[config.mk]
export PLATFORM = sky130hd
export DESIGN_NAME = row_boundary_decoder
export DESIGN_NICKNAME = d
export VERILOG_FILES = /design/src/rtl/rbd_pkg.sv /design/src/rtl/rbd_bound_regs.sv /design/src/rtl/rbd_limit_chain.sv /design/src/rtl/rbd_match_stage.sv /design/src/rtl/row_boundary_decoder.sv
export SDC_FILE = /design/constraint.sdc
export NUM_CORES = 1
export LEC_CHECK = 0
export ABC_AREA = 0
export BUFFER_PORTS_ARGS = -buffer_cell sky130_fd_sc_hd__buf_2
export CAP_MARGIN = 20
export CORE_MARGIN = 3
export CORE_UTILIZATION = 55
export CTS_BUF_LIST = sky130_fd_sc_hd__clkbuf_8
export DETAILED_ROUTE_END_ITERATION = 16
export PLACE_DENSITY_LB_ADDON = 0.1
export RECOVER_POWER = 25
export SLEW_MARGIN = 20
export SYNTH_ARGS = -nofsm -noshare
export SYNTH_HDL_FRONTEND = slang
export SYNTH_HIERARCHICAL = 1
export SYNTH_SLANG_ARGS = --single-unit
[constraint.sdc]
create_clock -name clk -period 21.8 [get_ports clk]
set_input_delay 2.18 -clock clk [delete_from_list [all_inputs] [get_ports clk]]
set_output_delay 2.18 -clock clk [all_outputs]
set_load 0.02 [all_outputs]
[src/rtl/rbd_pkg.sv]
// Package: default sizing for the row boundary decoder.
// Assumes: boundary width plus unit shift leaves one spare address bit
// for the top-of-memory code.
package rbd_pkg;
    localparam int RBD_ROWS       = 8;
    localparam int RBD_BND_W      = 8;
    localparam int RBD_UNIT_SHIFT = 23;
    localparam int RBD_ADDR_W     = 32;
endpackage

[src/rtl/rbd_bound_regs.sv]
// Module: boundary register file, one register per row.
// Assumes: a single write port; writes take effect after the clock edge.
module rbd_bound_regs #(
    parameter int ROWS  = rbd_pkg::RBD_ROWS,
    parameter int BND_W = rbd_pkg::RBD_BND_W,
    localparam int IDX_W = $clog2(ROWS)
) (
    input  logic                       clk,
    input  logic                       rst_n,
    input  logic                       wr_en,
    input  logic [IDX_W-1:0]           wr_idx,
    input  logic [BND_W-1:0]           wr_data,
    output logic [ROWS-1:0][BND_W-1:0] bnd_q
);
    // Store a boundary value on each write; clear all on reset.
    always_ff @(posedge clk) begin
        if (!rst_n) begin
            bnd_q <= '0;
        end else if (wr_en) begin
            bnd_q[wr_idx] <= wr_data;
        end
    end


    wr_lands_chk: assert property (@(posedge clk) disable iff (!rst_n)
        wr_en |=> bnd_q[$past(wr_idx)] == $past(wr_data));
endmodule

[src/rtl/rbd_limit_chain.sv]
// Module: turns cumulative boundary codes into byte limits, row bases,
// an empty-row mask and the installed size.
// Assumes: purely combinational from the register file; the clock is
// used only by the checks.
module rbd_limit_chain #(
    parameter int ROWS       = rbd_pkg::RBD_ROWS,
    parameter int BND_W      = rbd_pkg::RBD_BND_W,
    parameter int UNIT_SHIFT = rbd_pkg::RBD_UNIT_SHIFT,
    parameter int ADDR_W     = rbd_pkg::RBD_ADDR_W,
    localparam logic [ADDR_W-1:0] TOP_LIM = ADDR_W'(1) << (BND_W + UNIT_SHIFT)
) (
    input  logic                        clk,
    input  logic                        rst_n,
    input  logic [ROWS-1:0][BND_W-1:0]  bnd_q,
    output logic [ROWS-1:0][ADDR_W-1:0] row_base,
    output logic [ROWS-1:0][ADDR_W-1:0] row_lim,
    output logic [ROWS-1:0]             row_empty,
    output logic [ADDR_W-1:0]           total_size
);
    for (genvar i = 0; i < ROWS; i++) begin : g_row
        logic [ADDR_W-1:0] raw;
        // Scale the boundary code to a byte address.
        always_comb raw = ADDR_W'(bnd_q[i]) << UNIT_SHIFT;
        if (i == 0) begin : g_first
            // Row 0 starts at zero and has no top-of-memory substitution.
            always_comb row_base[i] = '0;
        end else begin : g_next
            // Later rows start at the previous effective limit.
            always_comb row_base[i] = row_lim[i-1];
        end
        // Zero after nonzero means top of memory; equal limits mean empty.
        always_comb begin
            row_lim[i]   = (row_base[i] != '0 && raw == '0) ? TOP_LIM : raw;
            row_empty[i] = (row_lim[i] == row_base[i]);
        end
    end

    // Installed size is the largest effective limit.
    always_comb begin
        total_size = '0;
        for (int i = 0; i < ROWS; i++) begin
            if (row_lim[i] > total_size) total_size = row_lim[i];
        end
    end


    first_zero_empty_chk: assert property (@(posedge clk) disable iff (!rst_n)
        (bnd_q[0] == '0) |-> row_empty[0]);

    size_cap_chk: assert property (@(posedge clk) disable iff (!rst_n)
        total_size <= TOP_LIM);

    zero_size_all_empty_chk: assert property (@(posedge clk) disable iff (!rst_n)
        (total_size == '0) |-> (&row_empty));
endmodule

[src/rtl/rbd_match_stage.sv]
// Module: priority row match and the registered result stage.
// Assumes: boundaries are non-decreasing; otherwise matches are undefined.
module rbd_match_stage #(
    parameter int ROWS   = rbd_pkg::RBD_ROWS,
    parameter int ADDR_W = rbd_pkg::RBD_ADDR_W,
    localparam int IDX_W = $clog2(ROWS)
) (
    input  logic                        clk,
    input  logic                        rst_n,
    input  logic                        in_valid,
    input  logic [ADDR_W-1:0]           in_addr,
    input  logic [ROWS-1:0][ADDR_W-1:0] row_base,
    input  logic [ROWS-1:0][ADDR_W-1:0] row_lim,
    input  logic [ROWS-1:0]             row_empty,
    output logic                        out_valid,
    output logic [IDX_W-1:0]            out_row,
    output logic                        out_oor
);
    logic [ROWS-1:0]  hit_vec;
    logic             any_hit;
    logic [IDX_W-1:0] hit_row;

    // Per-row window test; empty rows never hit.
    for (genvar i = 0; i < ROWS; i++) begin : g_hit
        always_comb hit_vec[i] = !row_empty[i] && (in_addr >= row_base[i])
                                 && (in_addr < row_lim[i]);
    end

    // Lowest-numbered hitting row wins; scan from the top down.
    always_comb begin
        any_hit = 1'b0;
        hit_row = '0;
        for (int i = ROWS - 1; i >= 0; i--) begin
            if (hit_vec[i]) begin
                any_hit = 1'b1;
                hit_row = IDX_W'(i);
            end
        end
    end

    // Register the decode result one cycle after the request.
    always_ff @(posedge clk) begin
        if (!rst_n) begin
            out_valid <= 1'b0;
            out_row   <= '0;
            out_oor   <= 1'b0;
        end else begin
            out_valid <= in_valid;
            if (in_valid) begin
                out_row <= hit_row;
                out_oor <= !any_hit;
            end
        end
    end


    valid_follows_chk: assert property (@(posedge clk) disable iff (!rst_n)
        in_valid |=> out_valid);

    valid_drops_chk: assert property (@(posedge clk) disable iff (!rst_n)
        !in_valid |=> !out_valid);

    oor_row_zero_chk: assert property (@(posedge clk) disable iff (!rst_n)
        (out_valid && out_oor) |-> (out_row == '0));
endmodule

[src/rtl/row_boundary_decoder.sv]
// Module: top of the DRAM row boundary decoder.
// Assumes: software programs non-decreasing cumulative boundaries.
module row_boundary_decoder #(
    parameter int ROWS       = rbd_pkg::RBD_ROWS,
    parameter int BND_W      = rbd_pkg::RBD_BND_W,
    parameter int UNIT_SHIFT = rbd_pkg::RBD_UNIT_SHIFT,
    parameter int ADDR_W     = rbd_pkg::RBD_ADDR_W,
    localparam int IDX_W     = $clog2(ROWS)
) (
    input  logic              clk,
    input  logic              rst_n,
    input  logic              cfg_we,
    input  logic [IDX_W-1:0]  cfg_idx,
    input  logic [BND_W-1:0]  cfg_wdata,
    input  logic              in_valid,
    input  logic [ADDR_W-1:0] in_addr,
    output logic              out_valid,
    output logic [IDX_W-1:0]  out_row,
    output logic              out_oor,
    output logic [ROWS-1:0]   empty_rows,
    output logic [ADDR_W-1:0] mem_size
);
    logic [ROWS-1:0][BND_W-1:0]  bnd_q;
    logic [ROWS-1:0][ADDR_W-1:0] row_base;
    logic [ROWS-1:0][ADDR_W-1:0] row_lim;

    rbd_bound_regs #(.ROWS(ROWS), .BND_W(BND_W)) u_regs (
        .clk(clk), .rst_n(rst_n), .wr_en(cfg_we), .wr_idx(cfg_idx),
        .wr_data(cfg_wdata), .bnd_q(bnd_q)
    );

    rbd_limit_chain #(.ROWS(ROWS), .BND_W(BND_W), .UNIT_SHIFT(UNIT_SHIFT),
                      .ADDR_W(ADDR_W)) u_chain (
        .clk(clk), .rst_n(rst_n), .bnd_q(bnd_q), .row_base(row_base),
        .row_lim(row_lim), .row_empty(empty_rows), .total_size(mem_size)
    );

    rbd_match_stage #(.ROWS(ROWS), .ADDR_W(ADDR_W)) u_match (
        .clk(clk), .rst_n(rst_n), .in_valid(in_valid), .in_addr(in_addr),
        .row_base(row_base), .row_lim(row_lim), .row_empty(empty_rows),
        .out_valid(out_valid), .out_row(out_row), .out_oor(out_oor)
    );
endmodule

**Word-level counts from Yosys, hierarchy flattened**

Index checks and enable logic that the tools add are counted.

- Register bits: 69
- Logic and storage cells: 126

- Order comparisons: 26
- Equality and inequality tests: 7
- Muxes and demuxes: 34
- Reduce and logical (&&, ||, !) cells: 48

Operators with widths:

| operator | number |
|---|---|
| 2-to-1 mux 32 bit | 14 |
| logical NOT 32 bit | 8 |
| greater-than comparator 32 bit | 7 |
| less-than comparator 32 bit | 7 |
| nonzero test 32 bit | 7 |
| == test 32 bit | 6 |
| greater-or-equal comparator 32 bit | 6 |
| bitwise mux 64 bit | 1 |
| == test 32 x 31 -> 1 bit | 1 |
| greater-or-equal comparator 32 x 1 -> 1 bit (second input constant) | 1 |
| greater-or-equal comparator 32 x 31 -> 1 bit | 1 |
| less-than comparator 32 x 31 -> 1 bit | 1 |
| greater-than comparator 31 x 1 -> 1 bit (second input constant) | 1 |
| 2-to-1 mux 31 bit | 1 |
| demux 8 bit (select 3 bit) | 1 |
| logical AND 1 bit | 24 |
| 2-to-1 mux 3 bit | 8 |
| logical NOT 1 bit | 9 |
| 2-to-1 mux 1 bit | 8 |
| 2-to-1 mux 8 bit | 1 |
| less-than comparator 3 x 4 -> 1 bit (second input constant) | 1 |
| greater-or-equal comparator 3 x 1 -> 1 bit (second input constant) | 1 |

**Longest topological paths before layout**

- Word-level depth: 34
- Depth in mapped cells: 59

**By module**

The synthesis kept the hierarchy.

Modules (own cells, without submodules):

| module | cells an instance | sequential area each (sq um) | area each (sq um) | instances |
|---|---|---|---|---|
| rbd_match_stage | 1773 | 100.1 | 12771.0 | 1 |
| rbd_limit_chain | 984 | 0.0 | 7088.0 | 1 |
| rbd_bound_regs | 223 | 1281.2 | 2344.7 | 1 |

**Worst setup path after synthesis**

Ideal clock, no wire load.

- Path kind: flip-flop to output port
- Start point: reg u_regs/bnd_q[14] (netlist name)
- End point: out mem_size[23]
- Required time: 19.620 ns
- Path buffers: 6
- Stages on the path, launching flop included: 52
- Path slack: 8.369 ns
- Data arrival time: 11.251 ns
- Cells stage by stage: dfxtp_1 > clkbuf_1 > ha_1 > a2111oi_2 > o21ai_1 > o211ai_4 > mux2i_1 > ha_1 > a211o_1 > a21oi_1 > a21o_1 > a21oi_1 > or3_1 > ha_1 > nand2_1 > or3_1 > a21o_1 > a21oi_2 > [... 16 more ...] > nor2b_1 > o21ai_0 > a21oi_1 > o211ai_1 > nand2_1 > nand2_1 > clkbuf_1 > a21o_1 > ha_1 > nor2b_1 > o21ai_0 > a21oi_1 > o41ai_1 > a21o_1 > clkbuf_1 > nand3_1 > o22ai_1 > a21oi_1

RTL lines:

| element | RTL line | RTL |
|---|---|---|
| from (decl) | rbd_bound_regs.sv:13 | `output logic [ROWS-1:0][BND_W-1:0] bnd_q` |
| from (signal, indexed assignment) | rbd_bound_regs.sv:20 | `bnd_q[wr_idx] <= wr_data;` |
| to (decl) | row_boundary_decoder.sv:21 | `output logic [ADDR_W-1:0] mem_size` |

**Final worst setup path**

- Start point: reg u_regs/bnd_q[14] (netlist name)
- End point: out mem_size[27]

- Word-level cells in the longest chain between the ends: 23
- Elaborated cells between the ends (all ways): 35
- Classes of those cells: order compare: 7; mux: 14; reduce/logical: 14

RTL lines:

| element | RTL line | RTL |
|---|---|---|
| logical NOT 32 bit | rbd_limit_chain.sv:33 | `row_lim[i] = (row_base[i] != '0 && raw == '0) ? TOP_LIM : raw;` |
| logical AND 1 bit | rbd_limit_chain.sv:33 |  |
| 2-to-1 mux 32 bit (*) | rbd_limit_chain.sv:33 |  |
| parallel branches: the longest is 19 deep, another holds greater-than comparator 32 bit | - |  |
| 2-to-1 mux 32 bit (*) | rbd_limit_chain.sv:42 | `if (row_lim[i] > total_size) total_size = row_lim[i];` |

Every way passes the cells marked *.

==> results.md <==
* All-Layer GR Usage at 24.6%
* Achievable clock frequency at 64.5 MHz
* Hold-fix buffer count after cts at 0
* Clock latency on the worst-skew pair at between 0.3 and 0.4 ns
* DP Area at 0.0208 mm^2
* Clock tree from TritonCTS: done
* Area of all placed cells without fillers at 0.0211 mm^2
* Tightest slew margin relative to the limit at -129%
* Proportion of synthesized chip area in sequential cells at 6.22%
* Post-synthesis cell area at 0.0222 mm^2
* Logic depth of the worst register-to-register path at 15
* Critical Path Start Type: flop
* Post-detailed-route DRC marker count at 0
* Share of the core filled with cells at between 50% and 60%
* Via count of the first global-routing pass at 16800
* Clock sinks at 69
* Routed wire length at 52.9 mm
* Warning count from the yosys run at 6
* Post-Place Setup Slack at 6.79 ns
* Fin. max-slew vios at 75
* Average cell area after synthesis at between 7 and 8 um^2
* Full die area at 0.0428 mm^2
* Number of maximum-capacitance constraint violations at 1
* Pwr dens at around 67 mW/mm^2
* Post-CTS resize count at 0
* Status: finished, violations left
* Worst-path maximum fanout at 17
* Detailed Routing Iterations Pass 1 at 5
* Width of the die at 207 um
* Violations in the final reports: max-capacitance violations, max-slew violations
* First-pass GRT wire length at ~85 mm
* Pin count of the biggest net entering global routing at 75
* Per-cell via count in the routed design at 5.17
* Cell depth of the worst setup path at 47
* Slew of the pin with the lowest slew margin at 3.44 ns
* CTS buffer count at 9
* Number of buffer and inverter stages on the critical path at 1
* Post-CTS Repair Setup Buffers at 0
* Startpoint-to-endpoint class of the critical path: reg -> out
* Final clock period utilization by the worst path at a little under three quarters
* HP Class: reg -> reg
* Number of nets with antenna violations after detailed routing at 0
* Delay contributed by the slowest stage of the critical path at ~0.73 ns
* Net total in the final layout at 3512
* Sort of element at the end of the critical path: primary output
* Clock edge transition at the registers on the reported setup and hold paths at 0.09 ns
* Worst hold-check slack at 0.461 ns
* Number of cells on the worst hold path at 2
* Setup total negative slack at 0 ns
* Quantity of I/O buffers inserted on ports at 68
* FFs w/ async S/R, synth at 0%
* RSZ-0062 raised after global routing: no
* Static leakage power at between 9 and 10 nW
* Highest-delay cell along the critical path: sky130_fd_sc_hd__nor3_1
* Initial DRC Count at 926
* Clock Tree Root: sky130_fd_sc_hd__clkbuf_8
* Total vias in the final route at between 15000 and 20000
* Maximum vdd drop at 0.460 mV
* H-Tree Level Count at 3
* Deepest clock path buffer count at 2
* Final Non-Filler Cells at ~3400
* Antenna Diode Count at 0
* Initial Util at 56.5%
* Routability congestion estimate from global placement at 0.913
* Worst path most repeated cell: sky130_fd_sc_hd__ha_1
* Remaining global-route overflow at 0
* EDFF count, synth at 0
* Post-synthesis cell count at 2980
* Most common flop cell mapped by yosys: sky130_fd_sc_hd__dfxtp_1
* Number of antenna violations at the first check in global routing at 0
* Number of hold violations in the final report at 0
* Placed Cells incl. Taps at 3406
* Crit path setup slack, layout at ~6.3 ns
* Core box area at 0.0393 mm^2
* Cell row count at 72
* Final clock skew at 0.0146 ns
* Average wire length per cell after detail routing at 15.5 um
* Cell family with the largest share of critical-path delay: compound AO/OA/AOI/OAI gates
* Endpoint required time on the critical path at between 15 and 20 ns
* # IOs at 92
* Post-synthesis to final-layout area growth at -5.05%
* Critical Path AT at 13.32 ns
* Distinct cells, synth at 87
* Time the worst path needs with I/O delays and setup at 15.50 ns
* Flops & latches, synth at 69
* Die outline height at 207 um
* Final Power at 1.40 mW
* Dpl hpwl at about 42 mm
* Number of setup violations in the final report at 0
* Fraction of layout instances using a drive strength above 1 at 3.89%
sequential cells by signal, indices dropped and copies added (netlist names):
name,flops
u_match/out_row,3
u_match/out_valid,1
u_regs/bnd_q,64
u_match/out_oor,1
tightest hold or removal path, cell delays in order (launching register included):
cell and delay (ns):
sky130_fd_sc_hd__dfxtp_1 0.33, sky130_fd_sc_hd__nand2_1 0.05, sky130_fd_sc_hd__nand2_1 0.04
synth_stat cells (9+ instances only):
| cell type | count | area [um^2] |
|---|---|---|
| sky130_fd_sc_hd__a31oi_1 | 10 | 62.6 |
| sky130_fd_sc_hd__nand3_1 | 52 | 260 |
| sky130_fd_sc_hd__nor2b_1 | 18 | 113 |
| sky130_fd_sc_hd__ha_1 | 566 | 7080 |
| sky130_fd_sc_hd__a21o_1 | 92 | 691 |
| sky130_fd_sc_hd__nor3_1 | 21 | 105 |
| sky130_fd_sc_hd__o21a_1 | 17 | 128 |
| sky130_fd_sc_hd__mux2i_1 | 75 | 751 |
| sky130_fd_sc_hd__o2111ai_1 | 12 | 105 |
| sky130_fd_sc_hd__nor2_1 | 92 | 345 |
| sky130_fd_sc_hd__o22ai_1 | 17 | 106 |
| sky130_fd_sc_hd__inv_1 | 528 | 1980 |
| sky130_fd_sc_hd__buf_4 | 472 | 3540 |
| sky130_fd_sc_hd__o211ai_1 | 23 | 173 |
| sky130_fd_sc_hd__a2111oi_0 | 16 | 140 |
| sky130_fd_sc_hd__buf_2 | 9 | 45.0 |
| sky130_fd_sc_hd__o21ai_0 | 83 | 415 |
| sky130_fd_sc_hd__a21oi_1 | 181 | 906 |
| sky130_fd_sc_hd__nor4_1 | 21 | 131 |
| sky130_fd_sc_hd__a211oi_1 | 33 | 248 |
| sky130_fd_sc_hd__and4_1 | 13 | 114 |
| sky130_fd_sc_hd__and3_1 | 14 | 87.6 |
| sky130_fd_sc_hd__nand2b_1 | 14 | 87.6 |
| sky130_fd_sc_hd__xnor2_1 | 50 | 438 |
| sky130_fd_sc_hd__nand2_1 | 187 | 702 |
| sky130_fd_sc_hd__nand4_1 | 83 | 519 |
| sky130_fd_sc_hd__clkbuf_1 | 79 | 297 |
| sky130_fd_sc_hd__dfxtp_1 | 69 | 1380 |
layer usage:
| layer | wire, um | vias up | global-route usage, % |
|---|---|---|---|
| li1 | - | 9200 | - |
| met1 | 25400 | 8081 | 33.0 |
| met2 | 24600 | 355 | 43.0 |
| met3 | 1740 | 70 | 1.57 |
| met4 | 1150 | 0 | 6.04 |
| met5 | 0 | - | 0 |
logic make-up (layout without fill, tap and decap cells):
family	count (synthesis)	after routing	synth area share, %
compound gates	575	575	17.3
xor+xnor	52	52	2.05
fa+ha+maj	566	566	31.9
buf+inv	1092	615	26.6
flops	69	69	6.22
mux	76	76	3.45
other cells	1	402	0.0169
simple gates	549	549	12.5
layout by cell type (no fill, tap or decap), types with 18 or more instances in the layout:
| master | netlist | routed |
|---|---|---|
| sky130_fd_sc_hd__a211oi_1 | 33 | 33 |
| sky130_fd_sc_hd__a21o_1 | 92 | 92 |
| sky130_fd_sc_hd__a21oi_1 | 181 | 181 |
| sky130_fd_sc_hd__buf_2 | 9 | 63 |
| sky130_fd_sc_hd__conb_1 | 1 | 402 |
| sky130_fd_sc_hd__dfxtp_1 | 69 | 69 |
| sky130_fd_sc_hd__ha_1 | 566 | 566 |
| sky130_fd_sc_hd__inv_1 | 528 | 528 |
| sky130_fd_sc_hd__mux2i_1 | 75 | 75 |
| sky130_fd_sc_hd__nand2_1 | 187 | 187 |
| sky130_fd_sc_hd__nand3_1 | 52 | 52 |
| sky130_fd_sc_hd__nand4_1 | 83 | 83 |
| sky130_fd_sc_hd__nor2_1 | 92 | 92 |
| sky130_fd_sc_hd__nor2b_1 | 18 | 18 |
| sky130_fd_sc_hd__nor3_1 | 21 | 21 |
| sky130_fd_sc_hd__nor4_1 | 21 | 21 |
| sky130_fd_sc_hd__o211ai_1 | 23 | 23 |
| sky130_fd_sc_hd__o21ai_0 | 83 | 83 |
| sky130_fd_sc_hd__xnor2_1 | 50 | 50 |
worst paths after layout:
kind	slack, ns	startpoint	end
max	6.30	u_regs/bnd_q[14]	mem_size[27]
min	0.46	u_match/out_row[2]	u_match/out_row[2]
max reg2reg	17.29	u_regs/bnd_q[0]	u_match/out_row[1]
min reg2reg	0.46	u_match/out_row[2]	u_match/out_row[2]
final cells by class:
type | instances | area (um^2)
Fill cell | 3916 | 18200
Tap cell | 518 | 648
Clock buffer | 11 | 151
Sequential cell | 69 | 1380
Clock inverter | 5 | 106
Multi-Input combinational cell | 2220 | 16500
Inverter | 528 | 1980
Timing Repair Buffer | 71 | 353
report_power, final:
part,internal (mW),leakage [nW],switching [mW],total [mW]
combinational,0.428,9.20,0.694,1.12
sequential,0.130,0.559,0.00962,0.140
clock,0.0825,0.126,0.0579,0.140
total,0.641,9.88,0.762,1.40
Power figures use the tool's default switching activity.
